$ cat src/rtl/i2c_bank_pkg.sv
package i2c_bank_pkg;
   typedef enum logic [2:0] {
      ST_IDLE,
      ST_ADDR,
      ST_WRX,
      ST_ACK,
      ST_TX,
      ST_MACK
   } bank_st_t;

   localparam int BYTE_W = 8;

   function automatic logic is_master_code(input logic [BYTE_W-1:0] b);
      return (b[7:3] == 5'b00001);
   endfunction
endpackage

$ cat src/rtl/i2c_bank_line_fe.sv
module i2c_bank_line_fe #(
   parameter int SYNC_STAGES = 2
) (
   input  logic clk,
   input  logic rst_n,
   input  logic scl_i,
   input  logic sda_i,
   output logic sda_o,
   output logic scl_rise_o,
   output logic scl_fall_o,
   output logic start_o,
   output logic stop_o
);
   localparam int TOP = SYNC_STAGES - 1;

   logic [TOP:0] scl_pipe, sda_pipe;
   logic         scl_q, sda_q;
   logic         scl_n, sda_n;

   always_ff @(posedge clk or negedge rst_n) begin
      if (!rst_n) begin
         scl_pipe <= '1;
         sda_pipe <= '1;
         scl_q    <= 1'b1;
         sda_q    <= 1'b1;
      end else begin
         scl_pipe <= {scl_pipe[TOP-1:0], scl_i};
         sda_pipe <= {sda_pipe[TOP-1:0], sda_i};
         scl_q    <= scl_pipe[TOP];
         sda_q    <= sda_pipe[TOP];
      end
   end

   assign scl_n      = scl_pipe[TOP];
   assign sda_n      = sda_pipe[TOP];
   assign sda_o      = sda_n;
   assign scl_rise_o = scl_n & ~scl_q;
   assign scl_fall_o = ~scl_n & scl_q;
   assign start_o    = scl_n & scl_q & sda_q & ~sda_n;
   assign stop_o     = scl_n & scl_q & ~sda_q & sda_n;
endmodule

$ cat src/rtl/i2c_bank_addr_match.sv
module i2c_bank_addr_match #(
   parameter int BASE_ADDR  = 'h48,
   parameter int ADDR_COUNT = 4,
   parameter int PAGE_W     = 2
) (
   input  logic [6:0]        addr_i,
   output logic              hit_o,
   output logic [PAGE_W-1:0] idx_o
);
   if (ADDR_COUNT == 1) begin : g_one
      assign hit_o = (addr_i == 7'(BASE_ADDR));
      assign idx_o = '0;
   end else begin : g_bank
      logic [ADDR_COUNT-1:0] lane;
      for (genvar i = 0; i < ADDR_COUNT; i++) begin : g_lane
         assign lane[i] = (addr_i == 7'(BASE_ADDR + i));
      end
      always_comb begin
         idx_o = '0;
         for (int j = 0; j < ADDR_COUNT; j++)
            if (lane[j]) idx_o = PAGE_W'(j);
      end
      assign hit_o = |lane;
   end
endmodule

$ cat src/rtl/i2c_bank_engine.sv
module i2c_bank_engine
   import i2c_bank_pkg::*;
#(
   parameter int PAGE_W = 2,
   parameter int REG_AW = 8
) (
   input  logic              clk,
   input  logic              rst_n,
   input  logic              sda_i,
   input  logic              scl_rise_i,
   input  logic              scl_fall_i,
   input  logic              start_i,
   input  logic              stop_i,
   input  logic              hit_i,
   input  logic [PAGE_W-1:0] hit_idx_i,
   input  logic [BYTE_W-1:0] rdata_i,
   output logic [6:0]        addr_o,
   output logic              sda_low_o,
   output logic              hs_o,
   output logic [PAGE_W-1:0] page_o,
   output logic [REG_AW-1:0] ptr_o,
   output logic [BYTE_W-1:0] wdata_o,
   output logic              wr_o,
   output logic              rd_o,
   output logic              match_o,
   output bank_st_t          st_o
);
   bank_st_t          st;
   logic [BYTE_W-1:0] rx_sh, tx_sh;
   logic [3:0]        cnt;
   logic              rd_mode, first_byte, mack_ok;
   logic              rd_take;

   assign rd_take = scl_fall_i & ~start_i & ~stop_i &
                    (((st == ST_ACK) & rd_mode) | ((st == ST_MACK) & mack_ok));

   always_ff @(posedge clk or negedge rst_n) begin
      if (!rst_n) begin
         st         <= ST_IDLE;
         rx_sh      <= '0;
         tx_sh      <= '0;
         cnt        <= '0;
         rd_mode    <= 1'b0;
         first_byte <= 1'b0;
         mack_ok    <= 1'b0;
         sda_low_o  <= 1'b0;
         hs_o       <= 1'b0;
         page_o     <= '0;
         ptr_o      <= '0;
         wdata_o    <= '0;
         wr_o       <= 1'b0;
         match_o    <= 1'b0;
      end else begin
         wr_o    <= 1'b0;
         match_o <= 1'b0;
         if (wr_o) ptr_o <= ptr_o + 1'b1;
         if (stop_i) begin
            st        <= ST_IDLE;
            sda_low_o <= 1'b0;
            hs_o      <= 1'b0;
         end else if (start_i) begin
            st        <= ST_ADDR;
            cnt       <= '0;
            sda_low_o <= 1'b0;
         end else begin
            unique case (st)
               ST_IDLE: ;
               ST_ADDR, ST_WRX: begin
                  if (scl_rise_i) begin
                     rx_sh <= {rx_sh[BYTE_W-2:0], sda_i};
                     cnt   <= cnt + 1'b1;
                  end else if (scl_fall_i && cnt == 4'd8) begin
                     if (st == ST_ADDR) begin
                        if (hit_i) begin
                           sda_low_o  <= 1'b1;
                           st         <= ST_ACK;
                           rd_mode    <= rx_sh[0];
                           first_byte <= 1'b1;
                           page_o     <= hit_idx_i;
                           match_o    <= 1'b1;
                        end else begin
                           if (is_master_code(rx_sh)) hs_o <= 1'b1;
                           st <= ST_IDLE;
                        end
                     end else begin
                        sda_low_o <= 1'b1;
                        st        <= ST_ACK;
                        if (first_byte) begin
                           ptr_o      <= rx_sh[REG_AW-1:0];
                           first_byte <= 1'b0;
                        end else begin
                           wdata_o <= rx_sh;
                           wr_o    <= 1'b1;
                        end
                     end
                  end
               end
               ST_ACK: begin
                  if (rd_take) begin
                     tx_sh     <= rdata_i;
                     sda_low_o <= ~rdata_i[BYTE_W-1];
                     ptr_o     <= ptr_o + 1'b1;
                     cnt       <= '0;
                     st        <= ST_TX;
                  end else if (scl_fall_i) begin
                     sda_low_o <= 1'b0;
                     cnt       <= '0;
                     st        <= ST_WRX;
                  end
               end
               ST_TX: begin
                  if (scl_fall_i) begin
                     if (cnt == 4'd7) begin
                        sda_low_o <= 1'b0;
                        st        <= ST_MACK;
                     end else begin
                        tx_sh     <= {tx_sh[BYTE_W-2:0], 1'b0};
                        sda_low_o <= ~tx_sh[BYTE_W-2];
                        cnt       <= cnt + 1'b1;
                     end
                  end
               end
               ST_MACK: begin
                  if (scl_rise_i) begin
                     mack_ok <= ~sda_i;
                  end else if (rd_take) begin
                     tx_sh     <= rdata_i;
                     sda_low_o <= ~rdata_i[BYTE_W-1];
                     ptr_o     <= ptr_o + 1'b1;
                     cnt       <= '0;
                     st        <= ST_TX;
                  end else if (scl_fall_i) begin
                     st <= ST_IDLE;
                  end
               end
               default: st <= ST_IDLE;
            endcase
         end
      end
   end

   assign addr_o = rx_sh[BYTE_W-1:1];
   assign rd_o   = rd_take;
   assign st_o   = st;
endmodule

$ cat src/rtl/i2c_bank_slave.sv
module i2c_bank_slave
   import i2c_bank_pkg::*;
#(
   parameter int BASE_ADDR   = 'h48,
   parameter int ADDR_COUNT  = 4,
   parameter int REG_AW      = 8,
   parameter int SYNC_STAGES = 2,
   parameter int SYS_CLK_MHZ = 250,
   parameter int PAGE_W      = (ADDR_COUNT > 1) ? $clog2(ADDR_COUNT) : 1
) (
   input  logic              clk,
   input  logic              rst_n,
   input  logic              scl_i,
   input  logic              sda_i,
   output logic              sda_drive_low_o,
   output logic              hs_mode_o,
   output logic [PAGE_W-1:0] page_o,
   output logic [REG_AW-1:0] reg_addr_o,
   output logic [7:0]        reg_wdata_o,
   output logic              reg_wr_o,
   output logic              reg_rd_o,
   input  logic [7:0]        reg_rdata_i
);
   localparam int HS_HIGH_NS  = 60;
   localparam int HIGH_CLOCKS = (SYS_CLK_MHZ * HS_HIGH_NS) / 1000;

   if (ADDR_COUNT < 1 || BASE_ADDR + ADDR_COUNT > 128) begin : g_bad_bank
      $error("address bank does not fit the 7-bit space");
   end
   if (REG_AW < 1 || REG_AW > 8) begin : g_bad_aw
      $error("register pointer must be 1 to 8 bits");
   end
   if (SYNC_STAGES < 2) begin : g_bad_sync
      $error("at least two synchroniser stages are needed");
   end
   if (HIGH_CLOCKS < SYNC_STAGES + 2) begin : g_bad_clk
      $error("system clock too slow for the shortest high-speed SCL high time");
   end

   logic        sda_s, scl_rise, scl_fall, start_det, stop_det;
   logic        hit, match_take;
   logic [PAGE_W-1:0] hit_idx;
   logic [6:0]  addr_field;
   bank_st_t    st;

   i2c_bank_line_fe #(.SYNC_STAGES(SYNC_STAGES)) u_fe (
      .clk        (clk),
      .rst_n      (rst_n),
      .scl_i      (scl_i),
      .sda_i      (sda_i),
      .sda_o      (sda_s),
      .scl_rise_o (scl_rise),
      .scl_fall_o (scl_fall),
      .start_o    (start_det),
      .stop_o     (stop_det)
   );

   i2c_bank_addr_match #(
      .BASE_ADDR  (BASE_ADDR),
      .ADDR_COUNT (ADDR_COUNT),
      .PAGE_W     (PAGE_W)
   ) u_match (
      .addr_i (addr_field),
      .hit_o  (hit),
      .idx_o  (hit_idx)
   );

   i2c_bank_engine #(.PAGE_W(PAGE_W), .REG_AW(REG_AW)) u_eng (
      .clk        (clk),
      .rst_n      (rst_n),
      .sda_i      (sda_s),
      .scl_rise_i (scl_rise),
      .scl_fall_i (scl_fall),
      .start_i    (start_det),
      .stop_i     (stop_det),
      .hit_i      (hit),
      .hit_idx_i  (hit_idx),
      .rdata_i    (reg_rdata_i),
      .addr_o     (addr_field),
      .sda_low_o  (sda_drive_low_o),
      .hs_o       (hs_mode_o),
      .page_o     (page_o),
      .ptr_o      (reg_addr_o),
      .wdata_o    (reg_wdata_o),
      .wr_o       (reg_wr_o),
      .rd_o       (reg_rd_o),
      .match_o    (match_take),
      .st_o       (st)
   );
endmodule

$ cat config.mk
export PLATFORM = sky130hd
export DESIGN_NAME = i2c_bank_slave
export DESIGN_NICKNAME = d
export VERILOG_FILES = /design/src/rtl/i2c_bank_pkg.sv /design/src/rtl/i2c_bank_line_fe.sv /design/src/rtl/i2c_bank_addr_match.sv /design/src/rtl/i2c_bank_engine.sv /design/src/rtl/i2c_bank_slave.sv
export SDC_FILE = /design/constraint.sdc
export NUM_CORES = 1
export LEC_CHECK = 0
export ABC_AREA = 1
export CAP_MARGIN = 20
export CORE_MARGIN = 2
export CORE_UTILIZATION = 39
export DETAILED_ROUTE_END_ITERATION = 10
export SYNTH_ARGS = -nofsm -noshare
export SYNTH_HDL_FRONTEND = slang
export SYNTH_SLANG_ARGS = --single-unit
$ cat constraint.sdc
create_clock -name clk -period 1.4 [get_ports clk]
set_input_delay 0.28 -clock clk [delete_from_list [all_inputs] [get_ports clk]]
set_output_delay 0.28 -clock clk [all_outputs]
set_load 0.02 [all_outputs]
# Yosys cells after proc, flatten, opt, wreduce, memory -nomap -nowiden
# Cells that the tools add are included.
dict set report word_totals {
  rom_bits 0
  elab_cells 169
  inputBits 12
  output_inout_bits 22
  register_bits 53
  ramBits 0
  memories 0
  latchBits 0
}
dict set report op_classes {
  n_lt_le_gt_ge 0
  mul 0
  muxes 70
  reduce_logical 21
  n_bitwise 24
  div_mod_pow 0
  addsub 2
  shift 0
  n_eq_ne 35
}
# op n
set op_table {}
lappend op_table {{$mux 8} 13}
lappend op_table {{$pmux 8 s3} 2}
lappend op_table {{$mux 3} 11}
lappend op_table {{$mux 4} 8}
lappend op_table {{$mux 1} 29}
lappend op_table {{$eq 7x7->1 const B} 4}
lappend op_table {{$reduce_and 8->1} 3}
lappend op_table {{$reduce_and 7->1} 3}
lappend op_table {{$ne 4x2->1 const B} 4}
lappend op_table {{$pmux 4 s4} 1}
lappend op_table {{$pmux 3 s5} 1}
lappend op_table {{$and 1x1->1} 12}
lappend op_table {{$ne 3x2->1 const B} 4}
lappend op_table {{$ne 4x1->1 const B} 3}
lappend op_table {{$reduce_and 6->1} 2}
lappend op_table {{$not 1->1} 11}
lappend op_table {{$ne 5x2->1 const B} 2}
lappend op_table {{$add 8x1->8 const B} 1}
lappend op_table {{$mux 2} 4}
lappend op_table {{$ne 2x2->1 const B} 4}
lappend op_table {{$reduce_and 4->1} 2}
lappend op_table {{$reduce_bool 2->1} 4}
lappend op_table {{$eq 3x2->1 const B} 2}
lappend op_table {{$eq 3x3->1 const B} 2}
lappend op_table {{17 further kinds} 20}

# Longest topological paths before layout
dict set report logic_depth {
  depth_word 12
  mapped_depth 11
}

# By module
# Synthesis repeated with hierarchy kept, for this count alone.
dict set report hier_totals {
  cells_unflattened 393
  hier_area_um2 3031.7
}
# mod area_per_inst_um2 n_inst seq_area_each_um2 cells_per_inst
set by_module_without_submodules {}
lappend by_module_without_submodules {i2c_bank_engine 2796.4 1 1176.1 367}
lappend by_module_without_submodules {i2c_bank_line_fe 198.9 1 157.7 17}
lappend by_module_without_submodules {i2c_bank_addr_match 36.3 1 0.0 9}

# Worst setup path before layout
# No wires, ideal clock.
dict set report synth_path {
  kind {register to register}
  startpoint {reg u_fe.scl_pipe[1]}
  endpoint {reg u_eng.ptr_o[0]}
  slack_ps -252
  t_required_ps 1271
  setup_time_ps 129
  arrival_ps 1523
  path_buffers 0
  period_less_slack_ps 1652
  stages_incl_launch_ff 8
  path_cell_list {dfstp_2 -> inv_1 -> nand2_1 -> inv_1 -> nand2_1 -> clkinv_1 -> o211ai_1 -> nand3_1}
}
dict set report synth_between {
  elab_chain_len 12
  elab_cells_between_ends 21
}
# element line
set synth_rtl {}
lappend synth_rtl {{start: declaration} i2c_bank_line_fe.sv:16} ;# logic [TOP:0] scl_pipe, sda_pipe;
lappend synth_rtl {{start signal: assignment} i2c_bank_line_fe.sv:27} ;# scl_pipe <= {scl_pipe[TOP-1:0], scl_i};
lappend synth_rtl {{$and 1x1->1} {i2c_bank_line_fe.sv:39, i2c_bank_line_fe.sv:40}}
lappend synth_rtl {{$and 1x1->1 (2 in a row)} i2c_bank_line_fe.sv:39} ;# assign start_o = scl_n & scl_q & sda_q & ~sda_n;
lappend synth_rtl {{$not 1->1 (no line)} n/a}
lappend synth_rtl {{$and 1x1->1} i2c_bank_engine.sv:34} ;# assign rd_take = scl_fall_i & ~start_i & ~stop_i &
lappend synth_rtl {{$and 1x1->1 * (2 in a row)} i2c_bank_engine.sv:34}
lappend synth_rtl {{named net reg_rd_o} i2c_bank_slave.sv:21} ;# output logic reg_rd_o,
lappend synth_rtl {{$mux 8 *} {i2c_bank_engine.sv:99, i2c_bank_engine.sv:126}}
lappend synth_rtl {{$mux 8} i2c_bank_engine.sv:124} ;# if (scl_rise_i) begin
lappend synth_rtl {{$pmux 8 s3 *} i2c_bank_engine.sv:66} ;# unique case (st)
lappend synth_rtl {{$mux 8 *} i2c_bank_engine.sv:61} ;# end else if (start_i) begin
lappend synth_rtl {{$mux 8 *} i2c_bank_engine.sv:57} ;# if (stop_i) begin
lappend synth_rtl {{end signal: assignment} i2c_bank_engine.sv:56} ;# if (wr_o) ptr_o <= ptr_o + 1'b1;
lappend synth_rtl {{end signal: assignment} i2c_bank_engine.sv:89} ;# ptr_o <= rx_sh[REG_AW-1:0];
lappend synth_rtl {{end signal: assignment} i2c_bank_engine.sv:129} ;# ptr_o <= ptr_o + 1'b1;
lappend synth_rtl {{end: declaration} i2c_bank_engine.sv:21} ;# output logic [REG_AW-1:0] ptr_o,
# Mark *: on every way through the listed nets, which the timed path passes. The rest lies on a longest branch.
# A chain may end at the register's enable or synchronous reset.

# Worst setup path after layout
dict set report layout_path {
  startpoint {reg u_fe.scl_pipe[1]}
  endpoint {reg u_eng.st[0], in the netlist u_eng.st_o[0]}
}
dict set report layout_between {
  elab_chain_len 12
  elab_cells_between_ends 29
}
# element line
set layout_rtl {}
lappend layout_rtl {{$and 1x1->1} {i2c_bank_line_fe.sv:39, i2c_bank_line_fe.sv:40}}
lappend layout_rtl {{$and 1x1->1 (2 in a row)} i2c_bank_line_fe.sv:39}
lappend layout_rtl {{$not 1->1 (no line)} n/a}
lappend layout_rtl {{$and 1x1->1 (3 in a row)} i2c_bank_engine.sv:34}
lappend layout_rtl {{$mux 3} i2c_bank_engine.sv:126} ;# end else if (rd_take) begin
lappend layout_rtl {{$mux 3} i2c_bank_engine.sv:124}
lappend layout_rtl {{$pmux 3 s5} i2c_bank_engine.sv:66}
lappend layout_rtl {{$mux 3} i2c_bank_engine.sv:61}
lappend layout_rtl {{$mux 3} i2c_bank_engine.sv:57}
lappend layout_rtl {{end signal: assignment} i2c_bank_engine.sv:58} ;# st <= ST_IDLE;
lappend layout_rtl {{end signal: assignment} i2c_bank_engine.sv:62} ;# st <= ST_ADDR;
lappend layout_rtl {{end signal: assignment} i2c_bank_engine.sv:131} ;# st <= ST_TX;
lappend layout_rtl {{end: declaration} i2c_bank_engine.sv:28} ;# bank_st_t st;
# Parallel ways exist; a longest one is shown, timed or not. The select of a mux whose other input is x is not followed.

==> flow_summary.ini <==
[status]
status = finished, violations left
failed_checks = negative setup slack

[yosys]
synth_nets = 411
synth_area_leaders = dfrtp_1 40%, nand2_1 17%, nand3_1 6.7%
synthDominantCellAreaShare_pct = 39.6
synthFlopType = dfrtp_1
yosys_warnings = 0
synth_edf_count = 0
async_flop_share_pct = 100
synth_top_cell_by_area = dfrtp_1
syn_area_per_cell_um2 = 7.34
synth_seq_cells = 52
yosysSeqAreaShare_pct = 45.0
yosysUniqueCellTypes = 31
syn_area_mm2 = 0.00291
syn_inst = 396

[critical_path]
worstSetupPathType = reg -> reg
reg2reg_depth = 9
cp_slowest_stage_delay_ns = 0.56
path_cells = inv_2 > nand2_4 > clkinv_4 > nand2_4 > buf_6 > nand4_1 > buf_4 > nand4_1 > nand2_1
end_kind = register
worst_ep_required_time_ns = 1.61
r2r-end = u_eng.st_o[0]
ff2ff_setup_slack_ns = -0.24
crit_path_top_delay_cell = dfstp_2
crit_fanout = 13
worstReg2RegStart = u_fe.scl_pipe[1]
critPathArrivalTime_ns = 1.85
start_kind = register

[floorplanning]
die-area_mm2 = 0.00816
fp.dieH_um = 90.3
start_util_pct = 40.1
rows = 31
io_pins = 34
fp.dieW_um = 90.3
core-area_mm2 = 0.00725

[clock_network]
cts_made_buffers = 5
cts_root_buf = clkbuf_8
worstSkewPairLatency_ns = 0.32
cts.sink_count = 52
clock_path_buffers = 2
cts_max_level = 2
cts_tree = done
clkTransAtPathRegs_ns = 0.10

[sta]
fin_crit_ns = 1.64
slew_viol_final = 0
rsz0062_at_grt = true
relSlewSlack_pct = 73.3
finClkSkew_ns = 0.00876
tns_ns = -5.97
finalSetupViolCount = 47
tightest_slew_ns = 0.400
layout_setup_ws_ns = -0.236
finalHoldViolCount = 0
fmax_mhz = 611
period_share_pct = 117

[finish]
fillCellCount = 609
area_growth_pct = 62.4
layout-drive-gt1-share_pct = 43.6
final_common_cell = nand2_1
diodes = 0
final_cell_mix = 96 x nand2_1, 69 x buf_4, 42 x dfrtp_1, 29 x nand2_2, 28 x inv_1
fin_nets = 535

[detailed_routing]
drt.antenna.violating_nets = 0
wl_per_cell_um = 14.2
vias = 3116
first_iter_violations = 181
drt_pass1_iterations = 4
viasPerCell = 5.03
finalWirelength_um = 8820
drc_errors = 0

[placed_design]
gp_congestion = 0.883
pre_cts_slack_ns = -0.278
dp_hpwl_um = 5650
io_buffer_count = 33

[global_routing]
track_usage_pct = 20.7
antenna_found_initial = 0
grt_max_degree = 53
grt_pass1_wl_um = 13700
overflow = 0
grt_pass1_vias = 2973

[worst_hold_path]
hold_class = in -> reg
holdPathEnd = u_fe.scl_pipe[0]
worstHoldStart = scl_i
timing.hold.worst_path_depth = 1

[power]
powerDensity_mw_per_mm2 = 787
leakage_nw = 2.31
irDropWorstVdd_uv = 627

[flow_run]
cap_violations = 0
## where the power goes
| group | total (mW) | leakage (nW) | internal, mW | switching, mW |
|---|---|---|---|---|
| Clock | 0.958 | 0.0491 | 0.370 | 0.588 |
| Sequential | 1.69 | 0.655 | 1.60 | 0.0882 |
| Combinational | 1.07 | 1.61 | 0.507 | 0.558 |
## per-stage QoR
stage          cells  hold WS [ns]  util, %  instance area (µm²)  total power, mW
6_report         620         0.357     65.1                 4720             3.71
5_1_grt          620         0.363     65.1                 4720             3.93
4_1_cts          609         0.346     61.0                 4430             3.60
3_3_place_gp     589         0.299     54.7                 3970             2.50
3_5_place_dp     589         0.302     54.7                 3970             2.51
2_1_floorplan    396       -0.0156        -                 3030             2.16
## critical path: cells and delay by family (launching register included)
| kind | cells | cell delay (ns) |
|---|---|---|
| buf+inv | 4 | 0.47 |
| simple gates | 5 | 0.48 |
| flops | 1 | 0.56 |
## final cells by class
type,count,area (µm²),share of cell area (%)
clock buffer,5,68.8,1.46
clock inverter,3,26.3,0.557
inverter,44,180,3.82
multi-input combinational,294,1930,40.9
sequential,52,1310,27.8
tap,99,124,2.62
timing repair buffer,123,1070,22.8
## registers in the layout, summed over array words and instances (netlist names)
register          flops
u_eng.rd_mode         1
u_eng.sda_low_o       1
u_eng.wdata_o         8
u_fe.scl_pipe         2
u_eng.first_byte      1
u_eng.ptr_o           8
u_eng.hs_o            1
u_eng.st_o            3
u_eng.page_o          2
u_fe.sda_pipe         2
u_eng.tx_sh           7
u_fe.sda_q            1
u_eng.wr_o            1
u_eng.mack_ok         1
u_eng.cnt             4
u_eng.rx_sh           8
u_fe.scl_q            1
## synth_stat cells, drive strengths merged, types with 2 or more instances
cell type and instances:
dfrtp 46, ha 3, nor2 32, a21boi 2, inv 43, o21ai 39, nand4 8, dfstp 6
nor3 4, buf 7, o211ai 7, or2 2, a21oi 9, xor2 5, nand2 136, nand3 40
## cell families (layout without fill, tap and decap cells)
kind of cell             after synthesis  after routing  synth area share, %
AO/OA/AOI/OAI                         60             60                 12.0
XOR/XNOR                               6              6                 1.81
adder cells (fa/ha/maj)                3              3                 1.29
buffers and inverters                 52            175                 7.66
flip-flops                            52             52                 45.0
AND/OR/NAND/NOR                      223            225                 32.2
## worst max path at each step
stage / from / end / slack, ns
2_1_floorplan: u_fe.scl_q / u_eng.tx_sh[6] / -0.04
3_3_place_gp: u_fe.scl_pipe[1] / reg_rd_o / -0.26
3_5_place_dp: u_fe.scl_pipe[1] / reg_rd_o / -0.28
4_1_cts: u_fe.scl_q / u_eng.tx_sh[6] / -0.24
5_1_grt: u_fe.scl_q / u_eng.tx_sh[0] / -0.30
6_report: u_fe.scl_pipe[1] / u_eng.st_o[0] / -0.24
## per-layer routing
metal  up-vias  global-route usage, %  wire length [µm]
li1       1538                      -                 -
met1      1486                   28.1              3940
met2        81                   34.5              4380
met3        11                   3.09               381
met4         0                   6.15               122
met5         -                      0                 0
## timing repair
item,4_1_cts,5_1_grt
pin swaps,39,36
cloned,0,2
hold buffers,1,0
setup buffers,11,13
endpoints found under the hold margin,46,0
resized for setup,112,73
endpoints found under the setup margin,67,51
Note: power is estimated with default switching activity, not from simulation.
